$ cat src/rtl/sam_pkg.sv
package sam_pkg;

    parameter int ADDR_W  = 7;
    parameter int NUM_ENT = 4;
    parameter int REG_W   = ADDR_W + 1;
    parameter int IDX_W   = (NUM_ENT > 1) ? $clog2(NUM_ENT) : 1;

    typedef struct packed {
        logic             own_hit;
        logic [IDX_W-1:0] idx;
        logic             gc_hit;
    } sam_result_t;

    localparam sam_result_t SAM_NONE = '{own_hit: 1'b0, idx: '0, gc_hit: 1'b0};

    // an address is accepted when every cared-for bit agrees
    function automatic logic masked_equal(input logic [ADDR_W-1:0] rx,
                                          input logic [ADDR_W-1:0] own,
                                          input logic [ADDR_W-1:0] dc);
        return ((rx ^ own) & ~dc) == '0;
    endfunction

endpackage

$ cat src/rtl/sam_entry_cmp.sv
module sam_entry_cmp #(
    parameter int AW = 7
) (
    input  logic [AW-1:0] rx_addr,
    input  logic [AW:0]   entry_reg,
    input  logic [AW-1:0] entry_mask,
    output logic          hit,
    output logic          gc_enabled
);
    import sam_pkg::*;

    always_comb begin
        hit        = masked_equal(rx_addr, entry_reg[AW:1], entry_mask);
        gc_enabled = entry_reg[0];
    end

endmodule

$ cat src/rtl/sam_prio_enc.sv
module sam_prio_enc #(
    parameter int N  = 4,
    parameter int IW = (N > 1) ? $clog2(N) : 1
) (
    input  logic [N-1:0]  req,
    output logic          any,
    output logic [IW-1:0] idx
);

    always_comb begin
        any = |req;
        idx = '0;
        for (int i = N - 1; i >= 0; i--) begin
            if (req[i]) idx = IW'(i);
        end
    end

endmodule

$ cat src/rtl/sam_result_reg.sv
module sam_result_reg (
    input  logic                  clk,
    input  logic                  rst,
    input  logic                  load,
    input  logic                  clear,
    input  sam_pkg::sam_result_t  d,
    output sam_pkg::sam_result_t  q
);
    import sam_pkg::*;

    always_ff @(posedge clk) begin
        if (rst || clear) q <= SAM_NONE;
        else if (load)    q <= d;
    end

endmodule

$ cat src/rtl/slave_addr_match.sv
module slave_addr_match
    import sam_pkg::*;
(
    input  logic                              clk,
    input  logic                              rst,
    input  logic [7:0]                        rx_byte,
    input  logic                              rx_valid,
    input  logic                              master_mode,
    input  logic                              bus_stop,
    input  logic                              bus_restart,
    input  logic [NUM_ENT-1:0][REG_W-1:0]     own_addr_regs,
    input  logic [NUM_ENT-1:0][ADDR_W-1:0]    mask_regs,
    output logic                              addr_match,
    output logic [IDX_W-1:0]                  match_index,
    output logic                              gen_call
);

    logic [ADDR_W-1:0]  rx_addr;
    logic               unused_rw;
    logic               rx_is_zero;
    logic [NUM_ENT-1:0] ent_hit;
    logic [NUM_ENT-1:0] ent_gc;
    logic [NUM_ENT-1:0] own_req;
    logic [NUM_ENT-1:0] gc_req;
    logic               own_any;
    logic               gc_any;
    logic [IDX_W-1:0]   own_idx;
    logic [IDX_W-1:0]   gc_idx;
    sam_result_t        next_res;
    sam_result_t        cur_res;

    assign rx_addr    = rx_byte[7:1];
    assign unused_rw  = rx_byte[0];
    assign rx_is_zero = (rx_addr == '0);

    for (genvar g = 0; g < NUM_ENT; g++) begin : g_entry
        sam_entry_cmp #(.AW(ADDR_W)) u_cmp (
            .rx_addr    (rx_addr),
            .entry_reg  (own_addr_regs[g]),
            .entry_mask (mask_regs[g]),
            .hit        (ent_hit[g]),
            .gc_enabled (ent_gc[g])
        );
    end

    // the all-zero address is reserved for general call only
    assign own_req = rx_is_zero ? '0 : ent_hit;
    assign gc_req  = rx_is_zero ? ent_gc : '0;

    sam_prio_enc #(.N(NUM_ENT), .IW(IDX_W)) u_own_prio (
        .req (own_req),
        .any (own_any),
        .idx (own_idx)
    );

    sam_prio_enc #(.N(NUM_ENT), .IW(IDX_W)) u_gc_prio (
        .req (gc_req),
        .any (gc_any),
        .idx (gc_idx)
    );

    always_comb begin
        next_res = SAM_NONE;
        if (!master_mode) begin
            if (rx_is_zero) begin
                next_res.gc_hit = gc_any;
                next_res.idx    = gc_any ? gc_idx : '0;
            end else begin
                next_res.own_hit = own_any;
                next_res.idx     = own_any ? own_idx : '0;
            end
        end
    end

    sam_result_reg u_res (
        .clk   (clk),
        .rst   (rst),
        .load  (rx_valid),
        .clear (bus_stop | bus_restart),
        .d     (next_res),
        .q     (cur_res)
    );

    assign addr_match  = cur_res.own_hit;
    assign match_index = cur_res.idx;
    assign gen_call    = cur_res.gc_hit;

endmodule

$ cat config.mk
export PLATFORM = sky130hd
export DESIGN_NAME = slave_addr_match
export DESIGN_NICKNAME = d
export VERILOG_FILES = /design/src/rtl/sam_pkg.sv /design/src/rtl/sam_entry_cmp.sv /design/src/rtl/sam_prio_enc.sv /design/src/rtl/sam_result_reg.sv /design/src/rtl/slave_addr_match.sv
export SDC_FILE = /design/constraint.sdc
export NUM_CORES = 1
export LEC_CHECK = 0
export ABC_AREA = 1
export BUFFER_PORTS_ARGS = -buffer_cell sky130_fd_sc_hd__buf_2
export CORE_MARGIN = 1
export CORE_UTILIZATION = 35
export DETAILED_ROUTE_END_ITERATION = 7
export PLACE_DENSITY_LB_ADDON = 0.25
export SYNTH_ARGS = -nofsm -noshare
export SYNTH_HDL_FRONTEND = slang
export SYNTH_SLANG_ARGS = --single-unit
export TNS_END_PERCENT = 50
$ cat constraint.sdc
create_clock -name clk -period 2.7 [get_ports clk]
set_clock_uncertainty 0.1 [all_clocks]
set_input_delay 0.135 -clock clk [delete_from_list [all_inputs] [get_ports clk]]
set_output_delay 0.135 -clock clk [all_outputs]
set_load 0.01 [all_outputs]
==> results of run 1 <==
[stage by stage]
step	hold slack [ns]	worst slack (ns)
after floorplan	0.223	1.60
after global placement	0.351	1.36
after detailed placement	0.356	1.34
after CTS	0.115	1.56
after global routing	0.137	1.44
final	0.116	1.58
[final cells by class]
type                       instances  area share (%)
multi-input combinational        140            47.8
tap                               30            2.80
inverter                          48            13.4
clock buffer                       3            1.68
timing repair buffer              76            28.4
sequential                         4            5.97
[worst min-delay path by stage]
stage	cells past startpoint	endpoint
global placement	4	u_res.q[3]$_SDFFE_PP0P_
finish	4	u_res.q[3]$_SDFFE_PP0P_
detailed placement	4	u_res.q[0]$_SDFFE_PP0P_
floorplan	3	u_res.q[3]$_SDFFE_PP0P_
CTS	4	u_res.q[0]$_SDFFE_PP0P_
global route	4	u_res.q[1]$_SDFFE_PP0P_
[synthesized netlist by cell type, drive strengths merged]
| cell type | n |
|---|---|
| xnor2 | 2 |
| inv | 48 |
| dfxtp | 4 |
| nand2 | 77 |
| nand4 | 2 |
| o21ai | 3 |
| o21bai | 1 |
| a21oi | 7 |
| or2 | 3 |
| nor2 | 18 |
| nand3 | 15 |
| o31a | 1 |
| nand3b | 9 |
| or3 | 1 |
| nor3 | 1 |
[cells by family after synthesis]
logic type,Yosys count
AOI/OAI and AO/OA,12
xor gates and xnor gates,2
buffers and inverters,48
DFF,4
and+or+nand+nor,126
[where the power goes]
part	switching [mW]	internal (mW)	total (mW)
Combinational	0.0793	0.0763	0.156
Sequential	0.000164	0.0599	0.0600
Clock	0.0230	0.0496	0.0726
Total	0.102	0.186	0.288
[routing by layer]
metal	global-route usage [%]	vias up	share of wire (%)
met1	17.5	512	47
met3	2.03	0	6.2
met2	32.9	49	47
li1	-	733	-
met5	0	-	0
met4	3.95	0	0
[critical path, cell delays in order]
cell      delay (ns)
buf_2           0.13
inv_2           0.10
nand2_1         0.06
nand3b_1        0.08
nand2_1         0.08
nor2_2          0.11
nand2_1         0.07
o21ai_1         0.11
nand2_1         0.08
nand2_1         0.06
nand2_1         0.06
a21oi_2         0.12
==> impl_metrics.env, run 1 <==
export IMPL_start_util_pct=36.7
export IMPL_rrSetupSlack_ns=2.01
export IMPL_drt_wirelength_per_cell_um=7.63
export IMPL_multi_input_area_um2=641
export IMPL_fill_cells=295
export IMPL_drt_wl_total_mm=2.30
export IMPL_port_buffer_count=76
export IMPL_peakVddDrop_mv=0.164
export IMPL_crit_start="rx_byte[1]"
export IMPL_mostFrequentLayoutCells="nand2_1 (76), buf_2 (76), inv_1 (43), nor2_1 (16), nand3_1 (15)"
export IMPL_ios=78
export IMPL_placed_area_um2=1320
export IMPL_fin_crit_ns=1.12
export IMPL_die_x_um=52.7
export IMPL_grt_max_degree=9
export IMPL_reg_top3="u_res.q: 4 flops"
export IMPL_grt_pass1_vias=1033
export IMPL_max_slew_margin_rel_pct=87.3
export IMPL_synth_compound_area_share_pct=8.19
export IMPL_worst_pin_slew_ns=0.190
export IMPL_synthDistinctLibCells=21
export IMPL_syn_nets=266
export IMPL_hpwl_mm=2.07
export IMPL_hold_start="master_mode"
export IMPL_coreArea_um2=2450
export IMPL_gp_congestion=0.760
export IMPL_seq_area_um2=80.1
export IMPL_viasPerCell=4.30
export IMPL_synth_top_family_by_area="simple AND/OR/NAND/NOR gates"
export IMPL_cp_arrival_ns=1.18
export IMPL_largest_reg_flops=4
export IMPL_post_cts_resize_count=0
export IMPL_crit_type="in -> reg"
export IMPL_seq_area_frac_synth_pct=8.89
export IMPL_drtIter0Drc=18
export IMPL_cts_tree="yes"
export IMPL_synth_top_cell_area_share_pct=31.7
export IMPL_largest_register="u_res.q"
export IMPL_die_area_um2=2780
export IMPL_slew_violations=0
export IMPL_area_growth_pct=48.9
export IMPL_cts_hold_buf=0
export IMPL_synth_cells=192
export IMPL_post_route_cells_drive_above_1_share_pct=33.2
export IMPL_total_leakage_power_nw=0.903
export IMPL_synth_warnings=0
export IMPL_rsz0062_at_grt="no"
export IMPL_overflow=0
export IMPL_die_y_um=52.7
export IMPL_final_nets=347
export IMPL_syn_avg_cell_area_um2=4.69
export IMPL_ys_ff_latch=4
export IMPL_clkTransAtPathRegs_ns=0.03
export IMPL_setup_violations=0
export IMPL_status="complete, but fails checks"
export IMPL_synth_simple_area_share_pct=61.0
export IMPL_cts_buffers=3
export IMPL_stdcell_area_um2=1340
export IMPL_hp_class="in -> reg"
export IMPL_violations="DRC"
export IMPL_yosys_area_top_type="nand2_1"
export IMPL_end_kind="flip-flop"
export IMPL_synth_mux_area_share_pct=0
export IMPL_rows=18
export IMPL_endpoint="u_res.q[2]$_SDFFE_PP0P_"
export IMPL_antenna_cells=0
export IMPL_required_ns=2.76
export IMPL_cts_root_buf="clkbuf_4"
export IMPL_hold_viol=0
export IMPL_clock_latency_ns=0.23
export IMPL_reg2reg_depth=2
export IMPL_p_per_area_nw_per_um2=215
export IMPL_critPathLaunchType="input pin"
export IMPL_fmax_ghz=0.896
export IMPL_num_vias=1294
export IMPL_power_mw=0.288
export IMPL_drtAntennaViolNets=0
export IMPL_path_max_fanout=5
export IMPL_synth_area_top_cells="nand2_1 (32%), inv_1 (18%), dfxtp_1 (8.9%), nand3_1 (8.3%), nand3b_1 (7.5%)"
export IMPL_grt_total_usage_pct=16.4
export IMPL_cts_sinks=4
export IMPL_final_cells=301
export IMPL_antenna_found_initial=0
export IMPL_dr_pass1_iters=7
export IMPL_cts_setup_buffers=0
export IMPL_fin_util_pct=54.6
export IMPL_finalCritPeriodShare_pct=41.3
export IMPL_r2r_start="u_res.q[2]$_SDFFE_PP0P_"
export IMPL_drcViolationCount=1
export IMPL_cts_path_max_buffers=2
export IMPL_synthAdderAreaFrac_pct=0
export IMPL_syn_cell_area_um2=901
export IMPL_synth_xor_area_share_pct=1.94
export IMPL_cts_max_level=1
export IMPL_reg2reg_to="u_res.q[2]$_SDFFE_PP0P_"
export IMPL_dp_cells=298
export IMPL_drv_cap=0
export IMPL_fin_setup_tns_ns=0
export IMPL_grt_first_pass_wirelength_mm=3.49
Power figures use the tool's default switching activity.
==> run 2, diff against run 1 <==
CORE_UTILIZATION = 34   (was 35)
clock period = 1 ns   (was 2.7 ns; I/O delays follow)
==> run 2 against run 1 <==
  * The run now ends clean
  * Clock power grew to 2.9 times the previous value
  * Non-clock buffer count is 2 higher
  * Clock-buffer cell count stayed put
  * Routed wire length is 5.3% higher
  * First-iteration DRC count is 17% higher
  * Final cell count is 0.66% higher
  * Largest power group unchanged
==> impl_metrics.env, run 2 (synthesized netlist as in run 1, its figures left out) <==
export IMPL_p_clk_share_pct=24.0
export IMPL_clock_latency_ns=0.24
export IMPL_slew_violations=0
export IMPL_critPathLaunchType="input pin"
export IMPL_largest_reg_flops=4
export IMPL_dr_pass1_iters=5
export IMPL_coreArea_um2=2500
export IMPL_cts_path_max_buffers=2
export IMPL_cts_max_level=1
export IMPL_hp_class="in -> reg"
export IMPL_antenna_cells=0
export IMPL_fmax_ghz=1.05
export IMPL_drt_wl_total_mm=2.42
export IMPL_start_util_pct=36.0
export IMPL_required_ns=1.08
export IMPL_total_leakage_power_nw=0.956
export IMPL_post_place_ws_ns=-0.229
export IMPL_cts_root_buf="clkbuf_4"
export IMPL_setup_violations=0
export IMPL_p_int_mw=0.550
export IMPL_p_per_area_nw_per_um2=574
export IMPL_drtAntennaViolNets=0
export IMPL_die_y_um=53.5
export IMPL_final_cells=303
export IMPL_dp_cells=300
export IMPL_grt_pass1_vias=1022
export IMPL_die_area_um2=2860
export IMPL_end_kind="flip-flop"
export IMPL_path_max_fanout=8
export IMPL_cts_buffers=3
export IMPL_viasPerCell=4.33
export IMPL_gp_congestion=0.759
export IMPL_seqPwrFrac_pct=18.8
export IMPL_overflow=0
export IMPL_drcViolationCount=0
export IMPL_max_slew_margin_rel_pct=86.7
export IMPL_layout_commonest_cell="nand2_1"
export IMPL_drv_cap=0
export IMPL_post_route_cells_drive_above_1_share_pct=41.0
export IMPL_cts_sinks=4
export IMPL_grt_first_pass_wirelength_mm=3.59
export IMPL_p_comb_share_pct=57.2
export IMPL_crit_type="in -> reg"
export IMPL_mostFrequentLayoutCells="nand2_1 (68), buf_2 (66), inv_1 (42), nand3_1 (12), nor2_1 (10)"
export IMPL_p_sw_mw=0.313
export IMPL_rsz0062_at_grt="yes"
export IMPL_area_growth_pct=66.9
export IMPL_clkTransAtPathRegs_ns=0.04
export IMPL_drt_wirelength_per_cell_um=7.98
export IMPL_antenna_found_initial=0
export IMPL_ios=78
export IMPL_hold_viol=0
export IMPL_cts_tree="yes"
export IMPL_final_nets=349
export IMPL_reg_top3="u_res.q: 4 flops"
export IMPL_power_mw=0.863
export IMPL_grt_max_degree=9
export IMPL_finalCritPeriodShare_pct=95.2
export IMPL_drtIter0Drc=21
export IMPL_fin_crit_ns=0.952
export IMPL_port_buffer_count=76
export IMPL_hpwl_mm=2.14
export IMPL_cts_setup_buffers=0
export IMPL_die_x_um=53.5
export IMPL_peakVddDrop_mv=0.490
export IMPL_finalWorstSetupSlack_ns=0.0475
export IMPL_fill_cells=260
export IMPL_worst_pin_slew_ns=0.199
export IMPL_largest_register="u_res.q"
export IMPL_status="completed"
export IMPL_num_vias=1312
export IMPL_rows=18
export IMPL_cp_arrival_ns=1.03
export IMPL_swShare_pct=36.3
export IMPL_grt_total_usage_pct=17.0
-- run 2: critical path: stages --
cell and delay [ns]:
buf_12 0.11, nor2_4 0.08, nor2_1 0.04, nor2_1 0.15, nand2_2 0.08, nor2_1 0.11
nand2_1 0.06, nand2_1 0.05, nand2_1 0.05, nand2_1 0.06, nand2_1 0.05, a21oi_2 0.13
-- run 2: final timing paths --
check / start / end / slack [ns] / cells after the start
worst min-delay path: master_mode / u_res.q[0]$_SDFFE_PP0P_ / 0.03 / 4
worst max register to register: u_res.q[1]$_SDFFE_PP0P_ / u_res.q[1]$_SDFFE_PP0P_ / 0.31 / 2
worst min register to register: u_res.q[0]$_SDFFE_PP0P_ / u_res.q[0]$_SDFFE_PP0P_ / 0.36 / 2
worst max-delay path: rx_byte[3] / u_res.q[1]$_SDFFE_PP0P_ / 0.05 / 12
-- run 2: timing repair --
action,CTS,global route
hold buffers,0,0
gates resized for setup,0,46
endpoints found under the setup margin,0,4
-- run 2: power by group through the flow --
stage	Combinational [mW]	Clock [mW]	Sequential, mW
finish	0.494	0.207	0.162
global placement	0.423	0	0.164
floorplan	0.222	0	0.165
detailed placement	0.426	0	0.165
CTS	0.427	0.213	0.162
global route	0.562	0.221	0.162
-- run 2: metrics by stage --
| stage | area, µm² | setup TNS (ns) | hold WS (ns) | utilization (%) |
|---|---|---|---|---|
| detailed placement | 1340 | -0.752 | 0.281 | 53.5 |
| global route | 1500 | -0.0807 | 0.0648 | 60.2 |
| global placement | 1340 | -0.730 | 0.279 | 53.5 |
| finish | 1500 | 0 | 0.0320 | 60.2 |
| floorplan | 903 | 0 | 0.138 | - |
| CTS | 1360 | 0 | 0.0285 | 54.4 |
-- run 2: final cells by class --
cell class | count | area, µm² | area share (%)
inverter | 48 | 190 | 12.6
clock buffer | 3 | 22.5 | 1.50
timing repair buffer | 78 | 464 | 30.9
multi-input combinational | 140 | 709 | 47.2
sequential | 4 | 80.1 | 5.32
tap | 30 | 37.5 | 2.50
-- run 2: routing by layer --
layer  track usage [%]  up-vias  wire length, µm
met3              1.72        3              120
li1                  -      742                -
met2              31.3       43             1210
met5                 0        -                0
met4              6.58        0               24
met1              19.6      524             1070
